--- src/rtl/epp_gate_pkg.sv ---
package epp_gate_pkg;

    typedef enum logic [2:0] {
        ST_IDLE,
        ST_SETUP,
        ST_STROBE,
        ST_HOLD,
        ST_FINISH
    } epp_state_e;

    localparam logic [2:0] OFF_STAT = 3'd1;
    localparam logic [2:0] OFF_CTL  = 3'd2;
    localparam logic [2:0] OFF_ADDR = 3'd3;
    localparam logic [2:0] OFF_DATA = 3'd4;

    // Control bits that decide whether a bus cycle may run.
    localparam logic [7:0] GATE_MASK = 8'h2F;
    localparam logic [7:0] GATE_WR   = 8'h04;
    localparam logic [7:0] GATE_RD   = 8'h24;

    localparam logic [5:0] CTL_RESET = 6'h0C;

endpackage

--- src/rtl/epp_gate_regs.sv ---
module epp_gate_regs
    import epp_gate_pkg::*;
(
    input  logic       clk,
    input  logic       rst_n,
    input  logic       ctl_we,
    input  logic [7:0] ctl_wdata,
    input  logic       tout_clr,
    input  logic       tout_set,
    output logic [7:0] ctl_q,
    output logic       tout_q
);

    logic [5:0] ctl_bits_q;

    always_ff @(posedge clk) begin
        if (!rst_n) begin
            ctl_bits_q <= CTL_RESET;
            tout_q     <= 1'b0;
        end else begin
            if (ctl_we) begin
                ctl_bits_q <= ctl_wdata[5:0];
            end
            if (tout_set) begin
                tout_q <= 1'b1;
            end else if (tout_clr) begin
                tout_q <= 1'b0;
            end
        end
    end

    assign ctl_q = {2'b11, ctl_bits_q};

    // the sticky flag only rises after a timeout report.
    p_tout_rise_r7: assert property (@(posedge clk) disable iff (!rst_n)
        $rose(tout_q) |-> $past(tout_set));

    // control holds its value unless written.
    p_ctl_hold_r2: assert property (@(posedge clk) disable iff (!rst_n)
        !ctl_we |=> $stable(ctl_q));

endmodule

--- src/rtl/epp_gate_seq.sv ---
module epp_gate_seq
    import epp_gate_pkg::*;
#(
    parameter int TMO_CYCLES = 500,
    parameter int DW         = 32
) (
    input  logic          clk,
    input  logic          rst_n,
    input  logic          host_req,
    input  logic          host_wr,
    input  logic [2:0]    host_off,
    input  logic [1:0]    host_size,
    input  logic [DW-1:0] host_wdata,
    output logic          host_busy,
    output logic          host_ack,
    output logic [DW-1:0] host_rdata,
    input  logic [7:0]    ctl_i,
    input  logic          tout_i,
    input  logic [7:0]    stat_i,
    output logic          ctl_we,
    output logic [7:0]    ctl_wdata,
    output logic          tout_clr,
    output logic          tout_set,
    output logic          pp_write_n,
    output logic          pp_astb_n,
    output logic          pp_dstb_n,
    output logic [7:0]    pp_data_o,
    output logic          pp_data_oe,
    input  logic [7:0]    pp_data_i,
    input  logic          pp_wait
);

    localparam int NB = DW / 8;
    localparam int IW = (NB > 1) ? $clog2(NB) : 1;
    localparam int CW = $clog2(TMO_CYCLES + 1);

    epp_state_e st_q, st_d;
    logic [2:0]    off_q;
    logic          wr_q;
    logic [IW-1:0] idx_q, last_q, size_last;
    logic [DW-1:0] wd_q, rd_q;
    logic [CW-1:0] cnt_q;
    logic [7:0]    ctl_m;
    logic          is_epp, gate_ok, accept, timed_out, in_cyc, strobing;

    assign ctl_m     = ctl_i & GATE_MASK;
    assign is_epp    = (host_off == OFF_ADDR) || (host_off == OFF_DATA);
    assign gate_ok   = host_wr ? (ctl_m == GATE_WR) : (ctl_m == GATE_RD);
    assign accept    = (st_q == ST_IDLE) && host_req;
    assign timed_out = (st_q == ST_STROBE) && !pp_wait
                       && (cnt_q == CW'(TMO_CYCLES - 1));

    always_comb begin
        int span;
        span = 1 << host_size;
        if (span > NB) begin
            span = NB;
        end
        size_last = IW'(span - 1);
    end

    always_comb begin
        st_d = st_q;
        unique case (st_q)
            ST_IDLE:   if (host_req) st_d = (is_epp && gate_ok) ? ST_SETUP : ST_FINISH;
            ST_SETUP:  st_d = ST_STROBE;
            ST_STROBE: begin
                if (pp_wait)        st_d = ST_HOLD;
                else if (timed_out) st_d = ST_FINISH;
            end
            ST_HOLD:   st_d = (idx_q == last_q) ? ST_FINISH : ST_SETUP;
            ST_FINISH: st_d = ST_IDLE;
            default:   st_d = ST_IDLE;
        endcase
    end

    always_ff @(posedge clk) begin
        if (!rst_n) st_q <= ST_IDLE;
        else        st_q <= st_d;
    end

    always_ff @(posedge clk) begin
        if (!rst_n) begin
            off_q  <= '0;
            wr_q   <= 1'b0;
            idx_q  <= '0;
            last_q <= '0;
            wd_q   <= '0;
            rd_q   <= '1;
            cnt_q  <= '0;
        end else begin
            unique case (st_q)
                ST_IDLE: if (host_req) begin
                    off_q  <= host_off;
                    wr_q   <= host_wr;
                    wd_q   <= host_wdata;
                    idx_q  <= '0;
                    cnt_q  <= '0;
                    last_q <= (host_off == OFF_DATA) ? size_last : '0;
                    rd_q   <= '1;
                    if (!host_wr && host_off == OFF_STAT) rd_q[7:0] <= {stat_i[7:1], tout_i};
                    if (!host_wr && host_off == OFF_CTL)  rd_q[7:0] <= ctl_i;
                end
                ST_SETUP:  cnt_q <= '0;
                ST_STROBE: begin
                    if (pp_wait) begin
                        if (!wr_q) rd_q[{idx_q, 3'b000} +: 8] <= pp_data_i;
                    end else begin
                        cnt_q <= cnt_q + 1'b1;
                    end
                end
                ST_HOLD:   if (idx_q != last_q) idx_q <= idx_q + 1'b1;
                ST_FINISH: ;
                default:   ;
            endcase
        end
    end

    always_comb begin
        in_cyc     = (st_q == ST_SETUP) || (st_q == ST_STROBE) || (st_q == ST_HOLD);
        strobing   = (st_q == ST_STROBE);
        pp_write_n = !(in_cyc && wr_q);
        pp_data_oe = in_cyc && wr_q;
        pp_data_o  = wd_q[{idx_q, 3'b000} +: 8];
        pp_astb_n  = !(strobing && off_q == OFF_ADDR);
        pp_dstb_n  = !(strobing && off_q == OFF_DATA);
        host_busy  = in_cyc;
        host_ack   = (st_q == ST_FINISH);
        host_rdata = rd_q;
        ctl_we     = accept && host_wr && (host_off == OFF_CTL);
        ctl_wdata  = host_wdata[7:0];
        tout_clr   = accept && host_wr && (host_off == OFF_STAT) && host_wdata[0];
        tout_set   = timed_out;
    end

    // never both strobes at once.
    p_one_strobe_r5: assert property (@(posedge clk) disable iff (!rst_n)
        !(!pp_astb_n && !pp_dstb_n));

    // a write strobe only runs under the write pattern.
    p_gate_wr_r3: assert property (@(posedge clk) disable iff (!rst_n)
        (!pp_write_n && (!pp_astb_n || !pp_dstb_n)) |-> ((ctl_i & GATE_MASK) == GATE_WR));

    // a read strobe only runs under the read pattern.
    p_gate_rd_r4: assert property (@(posedge clk) disable iff (!rst_n)
        (pp_write_n && (!pp_astb_n || !pp_dstb_n)) |-> ((ctl_i & GATE_MASK) == GATE_RD));

    // the wait counter never passes its limit while strobing.
    p_tmo_bound_r7: assert property (@(posedge clk) disable iff (!rst_n)
        (st_q == ST_STROBE) |-> (cnt_q < CW'(TMO_CYCLES)));

    // a timeout ends the access at once.
    p_tmo_end_r7: assert property (@(posedge clk) disable iff (!rst_n)
        tout_set |=> host_ack);

    // acknowledge is a single-cycle pulse.
    p_ack_pulse_r10: assert property (@(posedge clk) disable iff (!rst_n)
        host_ack |=> !host_ack);

endmodule

--- src/rtl/epp_gate.sv ---
module epp_gate
    import epp_gate_pkg::*;
#(
    parameter int TMO_CYCLES = 500,
    parameter int DW         = 32
) (
    input  logic          clk,
    input  logic          rst_n,
    input  logic          host_req,
    input  logic          host_wr,
    input  logic [2:0]    host_off,
    input  logic [1:0]    host_size,
    input  logic [DW-1:0] host_wdata,
    output logic          host_busy,
    output logic          host_ack,
    output logic [DW-1:0] host_rdata,
    output logic          pp_write_n,
    output logic          pp_astb_n,
    output logic          pp_dstb_n,
    output logic [7:0]    pp_data_o,
    output logic          pp_data_oe,
    input  logic [7:0]    pp_data_i,
    input  logic          pp_wait,
    input  logic [7:0]    pp_stat_i,
    output logic [5:0]    pp_ctl_o
);

    logic [7:0] ctl_q, ctl_wdata;
    logic       tout_q, ctl_we, tout_clr, tout_set;

    epp_gate_regs u_regs (
        .clk       (clk),
        .rst_n     (rst_n),
        .ctl_we    (ctl_we),
        .ctl_wdata (ctl_wdata),
        .tout_clr  (tout_clr),
        .tout_set  (tout_set),
        .ctl_q     (ctl_q),
        .tout_q    (tout_q)
    );

    epp_gate_seq #(.TMO_CYCLES(TMO_CYCLES), .DW(DW)) u_seq (
        .clk        (clk),
        .rst_n      (rst_n),
        .host_req   (host_req),
        .host_wr    (host_wr),
        .host_off   (host_off),
        .host_size  (host_size),
        .host_wdata (host_wdata),
        .host_busy  (host_busy),
        .host_ack   (host_ack),
        .host_rdata (host_rdata),
        .ctl_i      (ctl_q),
        .tout_i     (tout_q),
        .stat_i     (pp_stat_i),
        .ctl_we     (ctl_we),
        .ctl_wdata  (ctl_wdata),
        .tout_clr   (tout_clr),
        .tout_set   (tout_set),
        .pp_write_n (pp_write_n),
        .pp_astb_n  (pp_astb_n),
        .pp_dstb_n  (pp_dstb_n),
        .pp_data_o  (pp_data_o),
        .pp_data_oe (pp_data_oe),
        .pp_data_i  (pp_data_i),
        .pp_wait    (pp_wait)
    );

    assign pp_ctl_o = ctl_q[5:0];

endmodule

--- config.mk ---
export PLATFORM = sky130hd
export DESIGN_NAME = epp_gate
export DESIGN_NICKNAME = d
export VERILOG_FILES = /design/src/rtl/epp_gate_pkg.sv /design/src/rtl/epp_gate_regs.sv /design/src/rtl/epp_gate_seq.sv /design/src/rtl/epp_gate.sv
export SDC_FILE = /design/constraint.sdc
export NUM_CORES = 1
export LEC_CHECK = 0
export ABC_CLOCK_PERIOD_IN_PS = 3700
export BUFFER_PORTS_ARGS = -buffer_cell sky130_fd_sc_hd__buf_2
export CAP_MARGIN = 30
export CORE_MARGIN = 2
export CORE_UTILIZATION = 30
export CTS_BUF_LIST = sky130_fd_sc_hd__clkbuf_8 sky130_fd_sc_hd__clkbuf_16
export DETAILED_ROUTE_END_ITERATION = 16
export PLACE_DENSITY = 0.51
export RECOVER_POWER = 50
export SLEW_MARGIN = 5
export SYNTH_ARGS = -nofsm -noshare
export SYNTH_HDL_FRONTEND = slang
export SYNTH_SLANG_ARGS = --single-unit
--- constraint.sdc ---
create_clock -name clk -period 3.7 [get_ports clk]
set_clock_uncertainty 0.1 [all_clocks]
set_input_delay 0.74 -clock clk [delete_from_list [all_inputs] [get_ports clk]]
set_output_delay 0.74 -clock clk [all_outputs]
set_load 0.05 [all_outputs]
## Word-level counts from Yosys, hierarchy flattened

Cells that the tools add are included.

| operators by class | value |
|---|---|
| $add $sub $neg | 4 |
| multiply operators | 0 |
| divide/modulo/power cells | 0 |
| order comparisons | 1 |
| equality and inequality tests | 21 |
| shift-type cells | 4 |
| multiplexer cells | 24 |
| bitwise gates (word level) | 0 |
| reduce and logical (&&, ||, !) cells | 31 |

Operator list:

| operator | count |
|---|---|
| $mux 32 | 3 |
| $pmux 32 s2 | 1 |
| $bwmux 32 | 1 |
| $gt 32x4->1 const B | 1 |
| $shift 8x7->32 const A | 1 |
| $shiftx 32x6->8 | 1 |
| $shiftx 8x7->32 | 1 |
| $shl 1x2->32 const A | 1 |
| $pmux 9 s3 | 1 |
| $mux 9 | 2 |
| $mux 8 | 2 |
| $eq 3x2->1 const B | 5 |
| $mux 3 | 5 |
| $logic_and 1x1->1 | 13 |
| $pmux 3 s4 | 1 |
| $add 9x1->9 const B | 1 |
| $eq 3x3->1 const B | 3 |
| $eq 9x9->1 const B | 1 |
| $mux 2 | 4 |
| $ne 2x2->1 const B | 4 |
| $neg 5->7 | 1 |
| $eq 3x1->1 const B | 2 |
| $reduce_and 3->1 | 2 |
| $reduce_bool 2->1 | 3 |
| 16 further kinds | 25 |

| word-level totals | value |
|---|---|
| bits in registers | 91 |
| latch bits | 0 |
| bits in writable memories | 0 |
| memory bits (read-only) | 0 |
| word-level logic and storage cells | 95 |
| memories | 0 |

## Depth between registers and ports, before layout

Gate-level depths: netlist (run 1).

| depth | value |
|---|---|
| depth after elaboration | 7 |
| mapped depth | 9 |

## Cells and area by module

Synthesis (run 1) repeated with hierarchy kept, for this count alone.

| second synthesis, totals | value |
|---|---|
| cell total of the unflattened synthesis | 486 |
| area total of the unflattened synthesis | 4,235.3 um^2 |

By module, submodules not included:

| module | instances | cells each | area each (um^2) | seq. area each (um^2) |
|---|---|---|---|---|
| epp_gate_seq | 1 | 461 | 3,958.8 | 1,681.6 |
| epp_gate_regs | 1 | 25 | 276.5 | 140.1 |

## Least setup slack after synthesis (run 1)

No wires, ideal clock.

| timing path | value |
|---|---|
| kind | flip-flop to output port |
| from | reg u_seq.st_q[1] |
| to | out pp_data_oe |
| arrival time | 2.635 ns |
| required time | 2.860 ns |
| setup slack | 0.225 ns |
| stages on the path, launching flop included | 7 |
| path buffers | 2 |
| cell sequence | dfxtp_1 -> buf_2 -> clkbuf_1 -> nor2_1 -> nor2_1 -> nand2_1 -> inv_1 |

| on the way | value |
|---|---|
| cells in the longest elaborated chain, start to end | 4 |
| elaborated cells on any way between the ends | 6 |

RTL lines:

| what | line | RTL |
|---|---|---|
| from (decl) | epp_gate_seq.sv:37 | `epp_state_e st_q, st_d;` |
| from (signal assigned) | epp_gate_seq.sv:79 | `else st_q <= st_d;` |
| $eq 3x1->1 / $eq 3x2->1 (equally long branches) | epp_gate_seq.sv:120 | `in_cyc = (st_q == ST_SETUP) \|\| (st_q == ST_STROBE) \|\| (st_q == ST_HOLD);` |
| $logic_or 1x1->1 | epp_gate_seq.sv:120 |  |
| $logic_or 1x1->1 * | epp_gate_seq.sv:120 |  |
| named net host_busy | epp_gate.sv:14 | `output logic host_busy,` |
| $logic_and 1x1->1 * | epp_gate_seq.sv:123 | `pp_data_oe = in_cyc && wr_q;` |
| to (decl) | epp_gate.sv:21 | `output logic pp_data_oe,` |

The timed path passes the listed nets; every way through them passes the cells marked *.

## Final worst setup path (run 1)

| timing path | value |
|---|---|
| from | reg u_seq.st_q[1] |
| to | out pp_data_oe |

| on the way | value |
|---|---|
| cells in the longest elaborated chain, start to end | 4 |
| elaborated cells on any way between the ends | 6 |

RTL lines:

| what | line |
|---|---|
| $eq 3x1->1 / $eq 3x2->1 (equally long branches) | epp_gate_seq.sv:120 |
| $logic_or 1x1->1 | epp_gate_seq.sv:120 |
| $logic_or 1x1->1 * | epp_gate_seq.sv:120 |
| $logic_and 1x1->1 * | epp_gate_seq.sv:123 |

Mark *: on every way between the ends. The rest lies on a longest branch, timed or not.

==> results of run 1 <==
per-layer routing:
metal | vias to the layer above | GRT usage [%] | wire [um]
li1 | 1936 | - | -
met2 | 89 | 26.58 | 5615
met4 | 0 | 5.316 | 167
met3 | 14 | 4.401 | 733
met5 | - | 0 | 0
met1 | 1859 | 20.90 | 5231
power groups by stage:
stage | registers, mW | clock network, mW | logic, mW
5_1_grt | 1.03 | 1.05 | 0.225
4_1_cts | 1.03 | 1.01 | 0.207
3_5_place_dp | 1.05 | 0 | 0.207
6_report | 1.03 | 0.982 | 0.204
3_3_place_gp | 1.05 | 0 | 0.204
2_1_floorplan | 1.05 | 0 | 0.123
cells by family (layout without fill, tap and decap cells):
group	after synthesis	after routing	share of synthesized area, %
AOI/OAI and AO/OA	120	120	19.79
and+or+nand+nor	203	203	23.22
buffers and inverters	49	144	4.518
xor gates and xnor gates	7	7	1.476
adders and majority gates	6	6	1.807
DFF	91	91	43.86
muxes	12	12	5.331
worst max path at each step:
stage / end / slack [ns] / depth (start not counted)
floorplan: pp_data_oe / 0.23 / 6
global placement: u_seq.cnt_q[7] / 1.06 / 5
detailed placement: u_seq.cnt_q[7] / 1.06 / 5
CTS: pp_data_o[1] / 0.68 / 3
global route: pp_data_oe / 0.40 / 6
finish: pp_data_oe / 0.69 / 6
registers in the layout, indices dropped and copies added, names as in the netlist:
name	count
u_seq.off_q	3
u_regs.ctl_bits_q	6
u_regs.tout_q	1
u_seq.cnt_q	9
u_seq.last_q	2
u_seq.host_rdata	32
u_seq.idx_q	2
u_seq.wd_q	32
u_seq.st_q	3
u_seq.wr_q	1
stage by stage:
step                      instances  util, %  cell area [um^2]
after floorplan                 488        -              4154
after global placement          743    36.21              4852
after detailed placement        743    36.21              4852
after CTS                       759    38.57              5169
after global routing            759    38.19              5117
final                           759    38.19              5117
Yosys cell counts, drive strengths merged (4+ instances only):
cell / n / area, um^2
a21oi: 50 / 250.2
buf: 6 / 26.27
clkbuf: 34 / 127.6
dfxtp: 91 / 1822
ha: 6 / 75.07
inv: 9 / 33.78
mux4: 8 / 180.2
nand2: 112 / 420.4
nand3: 42 / 210.2
nor2: 10 / 37.54
nor3: 5 / 25.02
nor3b: 5 / 37.54
o2111ai: 6 / 52.55
o21ai: 8 / 40.03
o22ai: 6 / 37.54
o31a: 30 / 262.8
o31ai: 5 / 37.54
or3: 4 / 25.02
or4b: 4 / 40.04
xnor2: 6 / 52.55
worst max-delay path, cell delays in order, from the launching register on:
cell	delay, ns
dfxtp_1	0.32
clkbuf_1	0.74
nor2_1	0.16
nor2_1	0.21
nand2_1	0.09
inv_1	0.05
buf_2	0.25
cell type report:
cell class	instances	share of cell area, %
Sequential cell	91	35.60
Inverter	9	0.6601
Timing Repair Buffer	119	11.17
Clock inverter	7	1.785
Tap cell	176	4.303
Multi-Input combinational cell	348	42.08
Clock buffer	9	4.401
cell usage in the layout (no fill, tap or decap), drive strengths merged, types with 2 or more instances in the layout:
cell type / count
mux2i: 3
and3b: 2
inv: 10
nand4: 3
a221oi: 3
nand3: 42
or3: 4
mux4: 8
a31oi: 2
o2111ai: 6
nor2: 10
nor3b: 5
buf: 80
a21oi: 50
clkbuf: 48
nor4bb: 2
xnor2: 6
o31a: 30
a211oi: 3
or4b: 4
nor4b: 2
nand2: 112
nor3: 5
clkinv: 3
ha: 6
o31ai: 5
o22ai: 6
dfxtp: 91
o21ai: 8
or4: 3
and2: 2
o211ai: 2
bufinv: 2
==> metrics, run 1 <==
Port-buffer cells 108; Hold Crit Start u_seq.wd_q[14]; status finished clean; clock share of power 44.4%; row cnt 42; critical path launch point type register; largest net degree at the start of global routing 45; RePlAce Congestion 0.7549; worst reg-to-reg setup slack 0.80 ns; #FFs+latches synth 91; Post-CTS Resized 0; Die ar. 14800 um^2; Final Max Tran Viols 0; Hold Crit Endpoint u_seq.wd_q[14]; Initial DRT Pass Iterations 4; Final min period 3.010 ns; Tot Pwr 2.213 mW; Critical Path RT 2.86 ns; grt total ovfl 0; drt wl/cell 15.48 um; drt via density 5.136; Num CTS Buffers 9; VDD IR max 180.0 uV; WS Path Type reg -> out; clock buffer depth 2; DR DRC count 0; # nets final 642; TNS Setup 0 ns; post-route setup slack 0.6898 ns; Finish-stage setup viols 0; area added between synthesis and finish 23.19%; Synthesized Nets 552; Hold WS 0.3532 ns; Power per Cell Area 432.4 nW/um^2; clock root buffer clkbuf_16; Final Cycle Share 81.36%; starting density of the core 31.00%; Synth cell types 48; LEAKAGE 1.831 nW; sw frac 24.73%; Fillers 1412; Syn Inst Count 488; dpl ws 1.055 ns; synthesized area per cell 8.512 um^2; Final Hold Fails 0; remaining antenna violation count 0; reg2reg start u_seq.st_q[1]; CP Capture Type output pin; Clock transition at path regs 0.07 ns; core area 13400 um^2; MaxCap Viol Count 0; post-synthesis sequential area ratio 43.86%; Ports 110; synthesized area 4154 um^2; Seq. cell area 1822 um^2; crit path launch u_seq.st_q[1]; worst hold path type reg -> reg; CTS sink count 91; share of cells above drive strength 1 19.55%; FMAX 332.2 MHz; CTS tree built; Worst-Margin Slew 1.296 ns; die width 121.7 um; Synth Warn # 0; slew margin rel. 13.58%; Worst Reg-to-Reg Cells 5; die height 121.7 um; Post-synth ARST share 0%; sequential share of power 46.4%; Post-synth EDFFs 0; CP Max Fanout 23; Total Routing Usage GR 16.28%; antenna violations before repair 0; diode count 0; Hold Path Cell Cnt 2; Multi-input gate area 2153 um^2; RSZ-0062 raised after global routing no; P_int 1.666 mW; vias in the first global route 3731; HPWL reported at the end of detailed placement 8307 um; global-route wire length before repair 19000 um; Psw 0.5473 mW; vias 3898; H-tree depth 3; RR Endpoint u_seq.cnt_q[7]; Arrival @ worst endpoint 2.17 ns; Clock Latency Late Sink 0.35 ns; 1st-iter DRT viols 251; ys flop type dfxtp_1; Post-CTS Hold Buffers 0; Gate power share 9.2%; WL final 11750 um; Setup Buffers After CTS 0
Note: power is estimated with default switching activity, not from simulation.
==> run 2: changes to the inputs <==
ABC_AREA = 1   (was not set)
ABC_CLOCK_PERIOD_IN_PS = 2900   (was 3700)
clock period = 2.9 ns   (was 3.7 ns; I/O delays follow)
==> metrics, run 2 <==
status finished clean; clock buffer depth 2 (unchanged); Setup Buffers After CTS 0 (unchanged); 1st-iter DRT viols 280 (+12%); CP cell instances nor2_1, nand2_1, inv_1, nand4_1, buf_2; Ports 110 (unchanged); cell with the most instances after synthesis nand2_1; drt wl/cell 13.88 um (-10%); Synth cell types 31 (-35%); worst hold path type reg -> reg; FMAX 409.1 MHz; post-synthesis sequential area ratio 40.28% (-3.6 points); WL final 13200 um (+12%); most frequent cells in the layout nand2_1 (122), nor2_1 (117), dfxtp_1 (91); WS Path Type reg -> out; post-route setup slack 0.4557 ns (-0.2341 ns); global-route wire length before repair 21210 um (+12%); Syn Inst Count 672 (+38%); Tot Pwr 2.990 mW (+35%); antenna violations before repair 1 (+1); RePlAce Congestion 0.8278 (+9.7%); Yosys top cell area share 40.28% (-3.6 points); core area 14640 um^2 (+9.3%); row cnt 44 (+4.8%); Seq. cell area 1822 um^2 (unchanged); dpl ws 0.8861 ns (-0.1689 ns); TNS Setup 0 ns (unchanged); RSZ-0062 raised after global routing no; Critical Path RT 2.22 ns (-0.64 ns); LEAKAGE 2.406 nW (+31%); #FFs+latches synth 91 (unchanged); DR DRC count 0 (unchanged); Post-synth EDFFs 0 (unchanged); CP Max Fanout 13 (-43%); CP max stage delay 0.36 ns (-0.38 ns); MaxCap Viol Count 0 (unchanged); largest net degree at the start of global routing 51 (+13%); Final Cycle Share 84.29%; DP Area 5181 um^2 (+6.8%); Power per Cell Area 558.8 nW/um^2 (+29%); die height 126.8 um (+4.2%); vias 4635 (+19%); die width 126.8 um (+4.2%); Crit path max-delay family simple AND/OR/NAND/NOR gates; Buf/Inv on CP 2 (-1); Final min period 2.444 ns; grt total ovfl 0 (unchanged); VDD IR max 284.2 uV (+58%); Fillers 1649 (+17%); remaining antenna violation count 0 (unchanged); Post-CTS Hold Buffers 0 (unchanged); critical path launch point type register; slew margin rel. 56.50% (+43 points); design area 5351 um^2 (+4.6%); Arrival @ worst endpoint 1.76 ns (-0.41 ns); Total Routing Usage GR 16.53% (+0.25 points); commonest non-fill, non-tap cell in the layout nand2_1; Clock transition at path regs 0.06 ns (about the same); Yosys top cell by area dfxtp_1; Initial DRT Pass Iterations 4 (unchanged); drt via density 4.874 (-5.1%); Final Max Tran Viols 0 (unchanged); CTS sink count 91 (unchanged); clock root buffer clkbuf_16; ys flop type dfxtp_1; Multi-input gate area 2287 um^2 (+6.2%); CP Capture Type output pin; Post-synth ARST share 0% (unchanged); Post-CTS Resized 0 (unchanged); starting density of the core 30.89% (-0.11 points); commonest cells in the netlist nand2_1 (121), nor2_1 (113), dfxtp_1 (91); Num CTS Buffers 9 (unchanged); Die ar. 16080 um^2 (+8.6%); Port-buffer cells 108 (unchanged); top cells by area, synth dfxtp_1 (40%), nand2_1 (10%), nor2_1 (9.4%), nand3_1 (8.9%), o21ai_0 (8.9%); share of cells above drive strength 1 13.07% (-6.5 points); Finish-stage setup viols 0 (unchanged); # nets final 827 (+29%); Synth Warn # 0 (unchanged); HPWL reported at the end of detailed placement 9794 um (+18%); Clock Latency Late Sink 0.35 ns (about the same); H-tree depth 3 (unchanged); Final Hold Fails 0 (unchanged); Worst-Margin Slew 0.6516 ns (-0.6447 ns); Hold WS 0.3514 ns (-0.001803 ns); CP max-delay cell dfxtp_1; vias in the first global route 4407 (+18%); Synthesized Nets 736 (+33%); area added between synthesis and finish 18.31%; CTS tree built; synthesized area 4523 um^2 (+8.9%); synthesized area per cell 6.731 um^2 (-21%)
## run 2: cell types whose count changed after synthesis, moves of 8 or more
cell      previous run  this run
inv_1                9        51
nor2_1              10       113
clkbuf_1            34        19
nand4_1              3        24
nand3_1             42        80
mux4_2               8         0
nand2_1            112       121
o21ai_0              7        80
a21oi_1             50        29
o31a_1              30         0
buf_2                3        11
## run 2: where the power goes
part / switching [mW] / leakage [nW] / internal, mW / total (mW)
clock network: 0.461 / 0.134 / 0.580 / 1.04
logic: 0.422 / 1.52 / 0.138 / 0.559
registers: 0.0487 / 0.749 / 1.34 / 1.39
total: 0.931 / 2.41 / 2.06 / 2.99
## run 2: final cells by class
type / count / area share, %
Clock inverter: 3 / 0.2104
Tap cell: 184 / 4.302
Antenna cell: 2 / 0.09352
Inverter: 57 / 3.998
Sequential cell: 91 / 34.04
Timing Repair Buffer: 115 / 10.15
Clock buffer: 10 / 4.466
Multi-Input combinational cell: 489 / 42.74
## run 2: path summary, 6_finish.rpt
check | start | to | slack (ns) | cells past startpoint
setup / recovery | u_seq.st_q[2] | pp_astb_n | 0.46 | 5
hold / removal | u_seq.host_rdata[23] | u_seq.host_rdata[23] | 0.35 | 2
setup reg to reg | u_seq.st_q[2] | u_seq.host_rdata[4] | 0.55 | 9
hold reg to reg | u_seq.host_rdata[23] | u_seq.host_rdata[23] | 0.35 | 2
## run 2: logic make-up after synthesis
kind of cell | count (synthesis) | share of synthesized area (%)
buffers and inverters | 92 | 8.437
xor gates and xnor gates | 2 | 0.3873
AOI/OAI and AO/OA | 120 | 13.61
and+or+nand+nor | 361 | 35.63
DFF | 91 | 40.28
adders and majority gates | 6 | 1.660
## run 2: per-layer routing
metal | vias to the layer above | wire length (um) | global-route usage, %
met3 | 17 | 909 | 6.116
met1 | 2119 | 5898 | 19.90
met5 | - | 0 | 0
met4 | 0 | 160 | 3.943
met2 | 105 | 6230 | 28.14
li1 | 2394 | - | -
## run 2: worst reg2reg max path: stages, from the launching register on
cell	delay, ns
dfxtp_1	0.36
nor2_1	0.18
nand2_1	0.31
inv_1	0.19
clkbuf_2	0.51
nand2_1	0.15
nand2_2	0.19
inv_2	0.10
nand2_1	0.08
nand3_1	0.07
## run 2: per-stage QoR
stage               instances  util [%]
global route              949     36.51
finish                    951     36.54
floorplan                 672         -
detailed placement        936     35.38
CTS                       949     37.09
global placement          936     35.38
